<file path="src/rtl/mbox_pkg.sv">
package mbox_pkg;
  localparam int WORD_BYTES = 4;

  typedef enum logic [1:0] {
    ACC_NONE = 2'd0,
    ACC_SET  = 2'd1,
    ACC_CLR  = 2'd2,
    ACC_RD   = 2'd3
  } acc_e;
endpackage

</file>
<file path="src/rtl/mbox_decode.sv">
module mbox_decode
  import mbox_pkg::*;
#(
  parameter int NUM_BOX = 16,
  parameter int DATA_W  = 32,
  parameter int ADDR_W  = 8,
  localparam int IDX_W  = $clog2(NUM_BOX),
  localparam int BE_W   = DATA_W / 8
) (
  input  logic              req_i,
  input  logic              we_i,
  input  logic [ADDR_W-1:0] addr_i,
  input  logic [BE_W-1:0]   be_i,
  output acc_e              kind_o,
  output logic [IDX_W-1:0]  idx_o
);
  localparam int WIN      = NUM_BOX * WORD_BYTES;
  localparam int SET_BASE = 2 * WIN;
  localparam int CLR_BASE = 3 * WIN;

  logic ok, in_set, in_clr;

  assign ok     = req_i && (be_i == '1) && (addr_i[1:0] == 2'b00);
  assign in_set = (addr_i >= ADDR_W'(SET_BASE)) && (addr_i < ADDR_W'(CLR_BASE));
  assign in_clr = (addr_i >= ADDR_W'(CLR_BASE));
  // windows are WIN-aligned, so the low offset bits give the index directly
  assign idx_o  = addr_i[IDX_W+1:2];

  always_comb begin
    kind_o = ACC_NONE;
    if (ok) begin
      if (we_i && in_set)       kind_o = ACC_SET;
      else if (we_i && in_clr)  kind_o = ACC_CLR;
      else if (!we_i && in_clr) kind_o = ACC_RD;
    end
  end
endmodule

</file>
<file path="src/rtl/mbox_cell.sv">
module mbox_cell #(
  parameter int DATA_W = 32
) (
  input  logic              clk_i,
  input  logic              rst_ni,
  input  logic              set_i,
  input  logic              clr_i,
  input  logic [DATA_W-1:0] data_i,
  output logic [DATA_W-1:0] mb_o,
  output logic              nz_o
);
  logic [DATA_W-1:0] mb_q;

  always_ff @(posedge clk_i or negedge rst_ni) begin
    if (!rst_ni)    mb_q <= '0;
    else if (set_i) mb_q <= mb_q | data_i;
    else if (clr_i) mb_q <= mb_q & ~data_i;
  end

  assign mb_o = mb_q;
  assign nz_o = |mb_q;


  set_sticks_chk: assert property (@(posedge clk_i) disable iff (!rst_ni)
    set_i |=> ((mb_o & $past(data_i)) == $past(data_i)));


  clr_drops_chk: assert property (@(posedge clk_i) disable iff (!rst_ni)
    clr_i |=> ((mb_o & $past(data_i)) == '0));


  idle_hold_chk: assert property (@(posedge clk_i) disable iff (!rst_ni)
    (!set_i && !clr_i) |=> $stable(mb_o));
endmodule

</file>
<file path="src/rtl/mbox_pend.sv">
module mbox_pend #(
  parameter int NUM_BOX = 16
) (
  input  logic               clk_i,
  input  logic               rst_ni,
  input  logic [NUM_BOX-1:0] nz_i,
  output logic [NUM_BOX-1:0] pend_o
);
  logic [NUM_BOX-1:0] pend_q;

  always_ff @(posedge clk_i or negedge rst_ni) begin
    if (!rst_ni) pend_q <= '0;
    else         pend_q <= nz_i;
  end

  assign pend_o = pend_q;


  pend_track_chk: assert property (@(posedge clk_i) disable iff (!rst_ni)
    1'b1 |=> (pend_o == $past(nz_i)));
endmodule

</file>
<file path="src/rtl/mbox_bank.sv">
module mbox_bank
  import mbox_pkg::*;
#(
  parameter int NUM_CORES    = 4,
  parameter int BOX_PER_CORE = 4,
  parameter int DATA_W       = 32,
  localparam int NUM_BOX     = NUM_CORES * BOX_PER_CORE,
  localparam int IDX_W       = $clog2(NUM_BOX),
  localparam int ADDR_W      = $clog2(NUM_BOX * WORD_BYTES * 4),
  localparam int BE_W        = DATA_W / 8
) (
  input  logic               clk_i,
  input  logic               rst_ni,
  input  logic               req_i,
  input  logic               we_i,
  input  logic [ADDR_W-1:0]  addr_i,
  input  logic [BE_W-1:0]    be_i,
  input  logic [DATA_W-1:0]  wdata_i,
  output logic [DATA_W-1:0]  rdata_o,
  output logic [NUM_BOX-1:0] pend_o
);
  acc_e              kind;
  logic [IDX_W-1:0]  idx;
  logic [DATA_W-1:0] mb   [NUM_BOX];
  logic [NUM_BOX-1:0] nz;
  logic [DATA_W-1:0] rdata_q;

  mbox_decode #(
    .NUM_BOX(NUM_BOX), .DATA_W(DATA_W), .ADDR_W(ADDR_W)
  ) u_dec (
    .req_i(req_i), .we_i(we_i), .addr_i(addr_i), .be_i(be_i),
    .kind_o(kind), .idx_o(idx)
  );

  for (genvar i = 0; i < NUM_BOX; i++) begin : g_box
    logic hit;
    assign hit = (idx == IDX_W'(i));
    mbox_cell #(.DATA_W(DATA_W)) u_cell (
      .clk_i(clk_i), .rst_ni(rst_ni),
      .set_i(hit && (kind == ACC_SET)),
      .clr_i(hit && (kind == ACC_CLR)),
      .data_i(wdata_i),
      .mb_o(mb[i]), .nz_o(nz[i])
    );
  end

  mbox_pend #(.NUM_BOX(NUM_BOX)) u_pend (
    .clk_i(clk_i), .rst_ni(rst_ni), .nz_i(nz), .pend_o(pend_o)
  );

  always_ff @(posedge clk_i or negedge rst_ni) begin
    if (!rst_ni)              rdata_q <= '0;
    else if (kind == ACC_RD)  rdata_q <= mb[idx];
    else                      rdata_q <= '0;
  end

  assign rdata_o = rdata_q;


  rd_quiet_chk: assert property (@(posedge clk_i) disable iff (!rst_ni)
    (kind != ACC_RD) |=> (rdata_o == '0));


  rd_value_chk: assert property (@(posedge clk_i) disable iff (!rst_ni)
    (kind == ACC_RD) |=> (rdata_o == $past(mb[idx])));


  low_off_chk: assert property (@(posedge clk_i) disable iff (!rst_ni)
    (req_i && addr_i < ADDR_W'(NUM_BOX * WORD_BYTES * 2)) |-> (kind == ACC_NONE));
endmodule

</file>
<file path="config.mk">
export PLATFORM = sky130hd
export DESIGN_NAME = mbox_bank
export DESIGN_NICKNAME = d
export VERILOG_FILES = /design/src/rtl/mbox_pkg.sv /design/src/rtl/mbox_decode.sv /design/src/rtl/mbox_cell.sv /design/src/rtl/mbox_pend.sv /design/src/rtl/mbox_bank.sv
export SDC_FILE = /design/constraint.sdc
export NUM_CORES = 1
export LEC_CHECK = 0
export ABC_AREA = 0
export BUFFER_PORTS_ARGS = -buffer_cell sky130_fd_sc_hd__buf_2
export CORE_MARGIN = 2
export CORE_UTILIZATION = 25
export DETAILED_ROUTE_END_ITERATION = 8
export PLACE_DENSITY = 0.36
export SKIP_CTS_REPAIR_TIMING = 1
export SLEW_MARGIN = 10
export SYNTH_ARGS = -nofsm -noshare
export SYNTH_HDL_FRONTEND = slang
export SYNTH_HIERARCHICAL = 1
export SYNTH_SLANG_ARGS = --single-unit
</file>
<file path="constraint.sdc">
create_clock -name clk_i -period 1.8 [get_ports clk_i]
set_input_delay 0.36 -clock clk_i [delete_from_list [all_inputs] [get_ports clk_i]]
set_output_delay 0.36 -clock clk_i [all_outputs]
set_load 0.02 [all_outputs]
</file>
==> impl_results.md, run 1 <==
- Initial antenna violation count: 6
- Placed instance area: 31560 µm²
- GR Util All Layers: 0.1928
- Core area: 105300 µm²
- Rel. slew slack: 0.5135
- Max_cap viols: 0
- Vias in the first global route: 21160
- Area Overhead vs Synth: 28.48%
- Setup Crit Path Kind: flip-flop to flip-flop
- Hold Vio Cnt, Final: 0
- Total Power: 29960 µW
- Post-Synthesis Cells: 2300
- Endpoints failing setup: 11
- Clock transition at path regs: 0.06 ns
- Syn nets: 2348
- Share of layout cells above drive strength 1: 0.3011
- Rows: 119
- CTS sink count: 560
- RSZ-0062 raised after global routing: true
- Boundary Pins: 96
- Detailed Place HPWL: 71.40 mm
- Worst Setup End Kind: flip-flop
- Status: complete, but fails checks
- Number of distinct library cells after synthesis: 31
- Total Routed Length: 104.5 mm
- Synth Flop Type: dfrtp_1
- Asr flop ratio synth: 1.000
- YS warnings: 6
- Total die area: 108800 µm²
- Drt wl/cell: 25.69 µm
- Via density per instance: 5.211
- Final GP Congestion: 0.8012
- CTS root buf: clkbuf_16
- Pwr Density: 878.5 nW/µm²
- CTS tree: yes
- Gr ovfl total: 0
- Cts bufs inserted: 71
- Final Slew Violations: 0
- Post-synth EDFFs: 0
- Largest net degree at the start of global routing: 81
- Leading cell types in the layout, fill and taps excluded: 560 x dfrtp_1, 520 x nand2_1, 496 x a22o_1
- Worst vdd ir: 0.6004 mV
- Worst clock skew: 0.02267 ns
- Diode count: 0
- Register bit total from synthesis: 560
- Fin nets: 2677
- Via count: 21200
- Failing checks: setup timing
- Port-buffer cells: 95
- Post-route minimum period: 1.854 ns
- Clk_lat worst skew: 0.63 ns
- Non-Filler Instances: 4068
- Path category of the worst min-delay check: input pin to flip-flop
- Seq/Total Area, Yosys: 0.5280
- Slew @ Worst Pin: 0.7231 ns
- Fin crit share: 1.030
- Drt initial violations: 2115
- Pre-CTS setup slack: -0.6422 ns
- Max Clk Rate: 0.5394 GHz
- Arr. time, crit path: 2.29 ns
- Worst setup margin: -0.05397 ns
- Dpl cells: 3946
- Critical path startpoint category: flip-flop
- Die H: 329.8 µm
- Post-Layout Inst Area: 34100 µm²
- Detailed Routing Iterations Pass 1: 6
- Mapped cell area: 26540 µm²
- H-tree levels: 3
- CP max FO: 3
- Crit path required time: 2.24 ns
- Chip width: 329.8 µm
- Commonest non-fill, non-tap cell in the layout: dfrtp_1
- Max Buffers Root-to-Sink: 3
- # DRC: 0
- Routed Antenna Nets: 0
- Fin util: 0.3239
- Initial Utilization: 0.2521
- Post-Syn Area per Cell: 11.54 µm²
- Global-route wire length before repair: 153.7 mm
- Leak: 0.01513 µW
==> critical path, stage by stage (launching register included) <==
cell     delay (ns)
dfrtp_1        0.42
mux4_2         0.51
a22oi_1        0.51
o31ai_1        0.23
==> cells in the mapped netlist, types with 4 or more instances <==
cell / instances / share of area
buf_4: 20 / 0.0057
nand4_1: 33 / 0.0078
nor2b_1: 4 / 0.00094
o31ai_1: 32 / 0.0091
a22o_2: 16 / 0.0060
o22ai_1: 64 / 0.015
buf_6: 6 / 0.0025
dfrtp_1: 560 / 0.53
mux2_2: 128 / 0.054
or2_1: 16 / 0.0038
a22o_1: 496 / 0.16
clkbuf_1: 24 / 0.0034
nor4_2: 16 / 0.0075
nand2b_1: 4 / 0.00094
buf_2: 104 / 0.020
a22oi_1: 32 / 0.0091
nor2_1: 33 / 0.0047
nor4_1: 112 / 0.026
nand2_1: 520 / 0.074
mux4_2: 64 / 0.054
==> path summary, 6_finish.rpt <==
path / start / depth (start not counted) / endpoint / slack [ns]
worst max-delay path: flip-flop / 3 / rdata_o[15]$_DFF_PN0_ / -0.05
worst min-delay path: wdata_i[19] / 3 / flip-flop / 0.20
worst max register to register: flip-flop / 3 / rdata_o[15]$_DFF_PN0_ / -0.05
worst min register to register: flip-flop / 1 / flip-flop / 0.52
max in group asynchronous: rst_ni / 3 / rdata_o[15]$_DFF_PN0_ / 0.70
min in group asynchronous: rst_ni / 2 / async pin / 0.27
==> final cells by class <==
class / count / area, µm²
inverters: 1 / 3.754
well taps: 1391 / 1740
repair buffers: 414 / 4000
flip-flops and latches: 560 / 14010
multi-input cells: 1581 / 11940
clock buffers: 97 / 2027
clock inverters: 24 / 376.6
fillers: 10410 / 71170
==> per-stage QoR <==
step                hold slack, ns  TNS, ns
CTS                        -0.3836  -0.6816
finish                      0.1955  -0.1499
detailed placement          0.2898  -299.21
floorplan                  0.06441   -44.99
global route                0.2146   -10.87
global placement            0.2908  -293.12
==> cell families (layout without fill, tap and decap cells) <==
family,Yosys count,in the layout,synth area share
buffers and inverters,159,536,0.03196
AND/OR/NAND/NOR,748,748,0.1282
flip-flops,560,560,0.5280
AO/OA/AOI/OAI,640,640,0.2029
XOR/XNOR,1,1,0.0003300
multiplexers,192,192,0.1086
==> routing by layer <==
| layer | up-vias | global-route usage | part of all wire |
|---|---|---|---|
| li1 | 9482 | - | - |
| met2 | 651 | 0.2893 | 0.44 |
| met3 | 116 | 0.03225 | 0.056 |
| met1 | 10950 | 0.2849 | 0.48 |
| met4 | 4 | 0.05296 | 0.023 |
| met5 | - | 0 | 0.00033 |
==> where the power goes <==
group / total [µW] / leakage, µW / internal, µW / switching [µW]
Sequential: 12800 / 0.00782 / 12700 / 65.4
Clock: 15100 / 0.00119 / 9270 / 5790
Combinational: 2130 / 0.00613 / 760 / 1370
Total: 30000 / 0.0151 / 22700 / 7230
No activity file was read; power rests on OpenSTA's default activity.
==> run 2, diff against run 1 <==
--- a/config.mk
+++ b/config.mk
@@ -7,8 +7,10 @@
 export LEC_CHECK = 0
 export ABC_AREA = 0
 export BUFFER_PORTS_ARGS = -buffer_cell sky130_fd_sc_hd__buf_2
+export CORE_ASPECT_RATIO = 1.5
 export CORE_MARGIN = 2
 export CORE_UTILIZATION = 25
+export CTS_CLUSTER_DIAMETER = 30
 export DETAILED_ROUTE_END_ITERATION = 8
 export PLACE_DENSITY = 0.36
 export SKIP_CTS_REPAIR_TIMING = 1
@@ -17,3 +19,4 @@
 export SYNTH_HDL_FRONTEND = slang
 export SYNTH_HIERARCHICAL = 1
 export SYNTH_SLANG_ARGS = --single-unit
+export TNS_END_PERCENT = 10
==> run 2 against run 1 <==
  * The flow now finishes without violations
  * Cell count grew 1.7%
  * Clock skew grew 0.011 ns
  * Via count grew 0.91%
  * Worst hold slack lost 0.075 ns
  * Critical path type unchanged
  * Critical endpoint is now rdata_o[31]$_DFF_PN0_
==> impl_results.md, run 2 (synthesis gave the netlist of run 1 again) <==
- Clk_lat worst skew: 0.74 ns (+0.11 ns)
- Hold Vio Cnt, Final: 0 (unchanged)
- Met3 Use GR: 0.02139 (-0.01086)
- Core area: 105400 µm² (+0.13%)
- Gr ovfl total: 0 (unchanged)
- Arr. time, crit path: 2.34 ns (+0.05 ns)
- Endpoints failing setup: 0 (-11)
- Drt wl/cell: 25.80 µm (+0.44%)
- # DRC: 0 (unchanged)
- Chip width: 270.0 µm (-18%)
- Combinational power share: 0.054 (-0.017)
- Fin util: 0.3359 (+0.01195)
- Setup Crit Path Kind: flip-flop to flip-flop
- Via density per instance: 5.172 (-0.75%)
- Worst setup margin: 0.05502 ns (+0.1090 ns)
- Switching Fraction: 0.2569 (+0.01544)
- Reg power frac: 0.336 (-0.090)
- Total die area: 108800 µm² (about the same)
- Total Routed Length: 106.7 mm (+2.1%)
- Drt initial violations: 1409 (-33%)
- Worst vdd ir: 0.7370 mV (+23%)
- CTS root buf: clkbuf_16
- Slew @ Worst Pin: 0.6279 ns (-0.09528 ns)
- Via count: 21390 (+0.91%)
- Initial antenna violation count: 3 (-3)
- CTS sink count: 560 (unchanged)
- Fin nets: 2676 (-0.037%)
- Leading cell types in the layout, fill and taps excluded: 560 x dfrtp_1, 520 x nand2_1, 496 x a22o_1
- Status: completed
- Pre-CTS setup slack: -0.6021 ns (+0.04006 ns)
- Detailed Routing Iterations Pass 1: 5 (-1)
- Rel. slew slack: 0.5776 (+0.06410)
- H-tree levels: 3 (unchanged)
- Boundary Pins: 96 (unchanged)
- Max Buffers Root-to-Sink: 3 (unchanged)
- Int Pwr: 28220 µW (+24%)
- GR Util All Layers: 0.1960 (+0.003248)
- CTS tree: yes
- Die H: 403.1 µm (+22%)
- Switching pwr: 9758 µW (+35%)
- Final Slew Violations: 0 (unchanged)
- Global-route wire length before repair: 158.0 mm (+2.8%)
- Commonest non-fill, non-tap cell in the layout: dfrtp_1
- Worst Setup End Kind: flip-flop
- Area Overhead vs Synth: 33.39%
- RSZ-0062 raised after global routing: true
- Final GP Congestion: 0.8223 (+2.6%)
- Initial Utilization: 0.2518 (-0.0003262)
- Clock Power Share: 0.610 (+0.107)
- Dpl cells: 3914 (-0.81%)
- Port-buffer cells: 95 (unchanged)
- Diode count: 0 (unchanged)
- Post-route minimum period: 1.745 ns (-0.1090 ns)
- Fin crit share: 0.9694 (-0.06055)
- Max_cap viols: 0 (unchanged)
- Max Clk Rate: 0.5731 GHz (+6.2%)
- M2 GR Usage: 0.3585 (+0.06928)
- Share of layout cells above drive strength 1: 0.3117 (+0.01064)
- Rows: 146 (+23%)
- Vias in the first global route: 22420 (+5.9%)
- Leak: 0.01560 µW (+3.1%)
- Pwr Density: 1073 nW/µm² (+22%)
- Crit path required time: 2.40 ns (+0.16 ns)
- Total Power: 37980 µW (+27%)
- Met1 usage: 0.2266 (-0.05833)
- Clock transition at path regs: 0.06 ns (about the same)
- Routed Antenna Nets: 0 (unchanged)
- Critical path startpoint category: flip-flop
- Non-Filler Instances: 4136 (+1.7%)
- Busiest grt layer: met2
- Detailed Place HPWL: 72.51 mm (+1.6%)
- CP max FO: 3 (unchanged)
- Worst clock skew: 0.03381 ns (+0.01114 ns)
- Path category of the worst min-delay check: input pin to flip-flop
- Cts bufs inserted: 117 (+65%)
- Largest net degree at the start of global routing: 85 (+4.9%)
-- run 2: path summary, 6_finish.rpt --
kind,from,to,slack (ns),depth (start not counted)
setup / recovery,flip-flop,rdata_o[31]$_DFF_PN0_,0.06,5
hold / removal,wdata_i[13],flip-flop,0.12,4
setup reg to reg,flip-flop,rdata_o[31]$_DFF_PN0_,0.06,5
hold reg to reg,flip-flop,flip-flop,0.52,1
max in group asynchronous,rst_ni,async pin,0.84,3
min in group asynchronous,rst_ni,async pin,0.13,2
-- run 2: layout make-up --
class,instances,area [µm²]
clock buffer,131,3050
clock inverter,90,1210
sequential,560,14010
tap,1406,1759
inverter,1,3.754
fill,10420,70000
timing repair buffer,367,3506
multi-input combinational,1581,11860
-- run 2: critical path, cell delays in order, from the launching register on --
cell and delay, ns:
dfrtp_1 0.43, mux4_2 0.49, a22oi_2 0.30, buf_4 0.17, o31ai_1 0.07, buf_4 0.17
-- run 2: power by group through the flow --
stage | combinational, µW | sequential [µW] | clock (µW)
4_1_cts | 2110 | 12800 | 23600
3_5_place_dp | 2100 | 13000 | 0
5_1_grt | 2210 | 12800 | 24200
3_3_place_gp | 2090 | 13000 | 0
2_1_floorplan | 560 | 13000 | 0
6_report | 2060 | 12800 | 23100
-- run 2: metrics by stage --
stage	setup TNS [ns]	hold slack, ns	area (µm²)
global placement	-256.56	0.2795	31090
global route	-0.01212	0.1100	35400
finish	0	0.1208	35400
CTS	-0.5273	-0.4970	35350
detailed placement	-267.68	0.2836	31090
floorplan	-44.99	0.06441	26730
-- run 2: per-layer routing --
metal  wire length, µm  vias up  part of all wire
li1                  -     9542                 -
met1             41470    11110              0.39
met2             56360      565              0.53
met3              3877      176             0.036
met4              5013        0             0.047
met5                 0        -                 0
==> run 3, diff against run 2 <==
--- a/config.mk
+++ b/config.mk
@@ -9,10 +9,10 @@
 export BUFFER_PORTS_ARGS = -buffer_cell sky130_fd_sc_hd__buf_2
 export CORE_ASPECT_RATIO = 1.5
 export CORE_MARGIN = 2
-export CORE_UTILIZATION = 25
+export CORE_UTILIZATION = 44
 export CTS_CLUSTER_DIAMETER = 30
 export DETAILED_ROUTE_END_ITERATION = 8
-export PLACE_DENSITY = 0.36
+export PLACE_DENSITY = 0.57
 export SKIP_CTS_REPAIR_TIMING = 1
 export SLEW_MARGIN = 10
 export SYNTH_ARGS = -nofsm -noshare
==> run 3 against run 2 <==
  * Highest routed layer unchanged
  * Count of clock-buffer cells in the layout fell by 20
  * Largest cell class unchanged
  * Design area fell by 5.1%
  * Sequential power barely moved
  * First-iteration DRC count rose by 19%
  * Wire length fell by 15%
  * Die area fell by 43%
  * Sequential cell count did not move
==> impl_results.md, run 3 (synthesis gave the netlist of run 1 again) <==
- Global-route wire length before repair: 139.2 mm (-12%)
- Leak: 0.01512 µW (-3.1%)
- Via count: 21820 (+2.0%)
- Fin crit share: 0.9819 (+0.01247)
- Worst Setup End Kind: flip-flop
- Max Buffers Root-to-Sink: 3 (unchanged)
- Area Overhead vs Synth: 26.62%
- CP top delay family: simple AND/OR/NAND/NOR gates
- Fin nets: 2631 (-1.7%)
- Largest net degree at the start of global routing: 70 (-18%)
- Crit path cell chain: nor4_1, buf_4, nand4_1, or2_1
- Chip width: 204.5 µm (-24%)
- Clock transition at path regs: 0.06 ns (about the same)
- Min Hold Slack: 0.2007 ns (+0.07989 ns)
- Share of layout cells above drive strength 1: 0.2950 (-0.01670)
- CTS root buf: clkbuf_16
- Worst clock skew: 0.03375 ns (-0.00006270 ns)
- CTS sink count: 560 (unchanged)
- Boundary Pins: 96 (unchanged)
- Setup_tns: 0 ns (unchanged)
- Dpl cells: 3264 (-17%)
- Crit path required time: 2.30 ns (-0.10 ns)
- Rel. slew slack: 0.5583 (-0.01924)
- Final Slew Violations: 0 (unchanged)
- Pwr Density: 1019 nW/µm² (-5.0%)
- Bufs and invs on worst path: 1 (-1)
- Max Clk Rate: 0.5658 GHz (-1.3%)
- Cts bufs inserted: 100 (-15%)
- Setup Crit Path Kind: flip-flop to flip-flop
- Non-Filler Instances: 3456 (-16%)
- Critical path startpoint category: flip-flop
- Core area: 59870 µm² (-43%)
- RSZ-0062 raised after global routing: false
- H-tree levels: 3 (unchanged)
- CP max FO: 3 (unchanged)
- # DRC: 0 (unchanged)
- Rows: 110 (-25%)
- Detailed Place HPWL: 61.68 mm (-15%)
- Worst vdd ir: 0.7344 mV (-0.35%)
- Clk_lat worst skew: 0.66 ns (-0.08 ns)
- Commonest non-fill, non-tap cell in the layout: dfrtp_1
- Drt wl/cell: 26.28 µm (+1.8%)
- GR Util All Layers: 0.2958 (+0.09980)
- Status: completed
- Die H: 304.8 µm (-24%)
- Endpoints failing setup: 0 (unchanged)
- Post-Layout Inst Area: 33610 µm² (-5.1%)
- Via density per instance: 6.315 (+22%)
- Multi-input gate area: 11820 µm² (-0.36%)
- Final GP Congestion: 0.9053 (+10%)
- Post-route minimum period: 1.767 ns (+0.02244 ns)
- Slowest cell on the critical path: nor4_1
- Max_cap viols: 0 (unchanged)
- Sequential cell area: 14010 µm² (unchanged)
- Placed instance area: 30050 µm² (-3.3%)
- Total die area: 62340 µm² (-43%)
- Vias in the first global route: 22170 (-1.1%)
- Arr. time, crit path: 2.26 ns (-0.08 ns)
- CTS tree: yes
- Gr ovfl total: 0 (unchanged)
- Initial antenna violation count: 1 (-2)
- Leading cell types in the layout, fill and taps excluded: 560 x dfrtp_1, 520 x nand2_1, 496 x a22o_1
- Detailed Routing Iterations Pass 1: 7 (+2)
- Total Routed Length: 90.82 mm (-15%)
- Path category of the worst min-delay check: input pin to async pin
- Routed Antenna Nets: 0 (unchanged)
- Slew @ Worst Pin: 0.6569 ns (+0.02903 ns)
- Hold Vio Cnt, Final: 0 (unchanged)
- Port-buffer cells: 95 (unchanged)
- Drt initial violations: 1678 (+19%)
- Max incr delay on CP: 0.53 ns (+0.04 ns)
- Initial Utilization: 0.4433 (+0.1915)
- FILL cells: 5022 (-52%)
-- run 3: changes by cell type in the layout (fill, tap and decap cells not counted), moves of 5 or more --
cell	delta
nor4_1	+6
inv_6	+5
nor4_2	-6
inv_8	-6
clkbuf_16	-16
bufinv_16	-8
clkinvlp_4	-9
buf_4	-25
clkinv_4	+9
clkinv_8	+5
-- run 3: per-layer routing --
metal	routed length, µm	vias to the layer above	global-route usage
li1	-	9417	-
met1	34920	11230	0.3711
met2	45580	951	0.4973
met3	5382	223	0.03497
met4	4929	0	0.1611
met5	0	-	0
-- run 3: worst reg2reg max path, delay by kind of cell, from the launching register on --
kind | cells | cell delay [ns]
flops | 1 | 0.40
buf+inv | 1 | 0.21
simple gates | 3 | 1.00
-- run 3: metrics by stage --
stage	setup slack (ns)	util	power (µW)
floorplan	-0.1288	-	13590
global placement	-0.3998	0.5019	14940
detailed placement	-0.4387	0.5019	14970
CTS	0.03654	0.5611	34470
global route	0.007451	0.5613	35270
finish	0.03258	0.5613	34250
-- run 3: area by class of cell --
class	instances	area share
repair buffers	339	0.09650
flip-flops and latches	560	0.4170
well taps	784	0.02919
multi-input cells	1581	0.3517
clock inverters	79	0.02733
clock buffers	111	0.07811
inverters	1	0.0001117
diodes	1	0.00007446
-- run 3: worst paths after layout --
| path | cells after the start | to | slack [ns] | start |
|---|---|---|---|---|
| setup / recovery | 4 | u_pend/pend_o[1]$_DFF_PN0_ | 0.03 | flip-flop |
| hold / removal | 2 | async pin | 0.20 | rst_ni |
| setup reg to reg | 4 | u_pend/pend_o[1]$_DFF_PN0_ | 0.03 | flip-flop |
| hold reg to reg | 1 | flip-flop | 0.52 | flip-flop |
| max in group asynchronous | 4 | async pin | 0.81 | rst_ni |
| min in group clk_i | 4 | flip-flop | 0.20 | wdata_i[28] |
-- run 3: power breakdown --
part | internal, µW | switching (µW)
Combinational | 693 | 1300
Sequential | 12700 | 62.6
Clock | 12000 | 7450
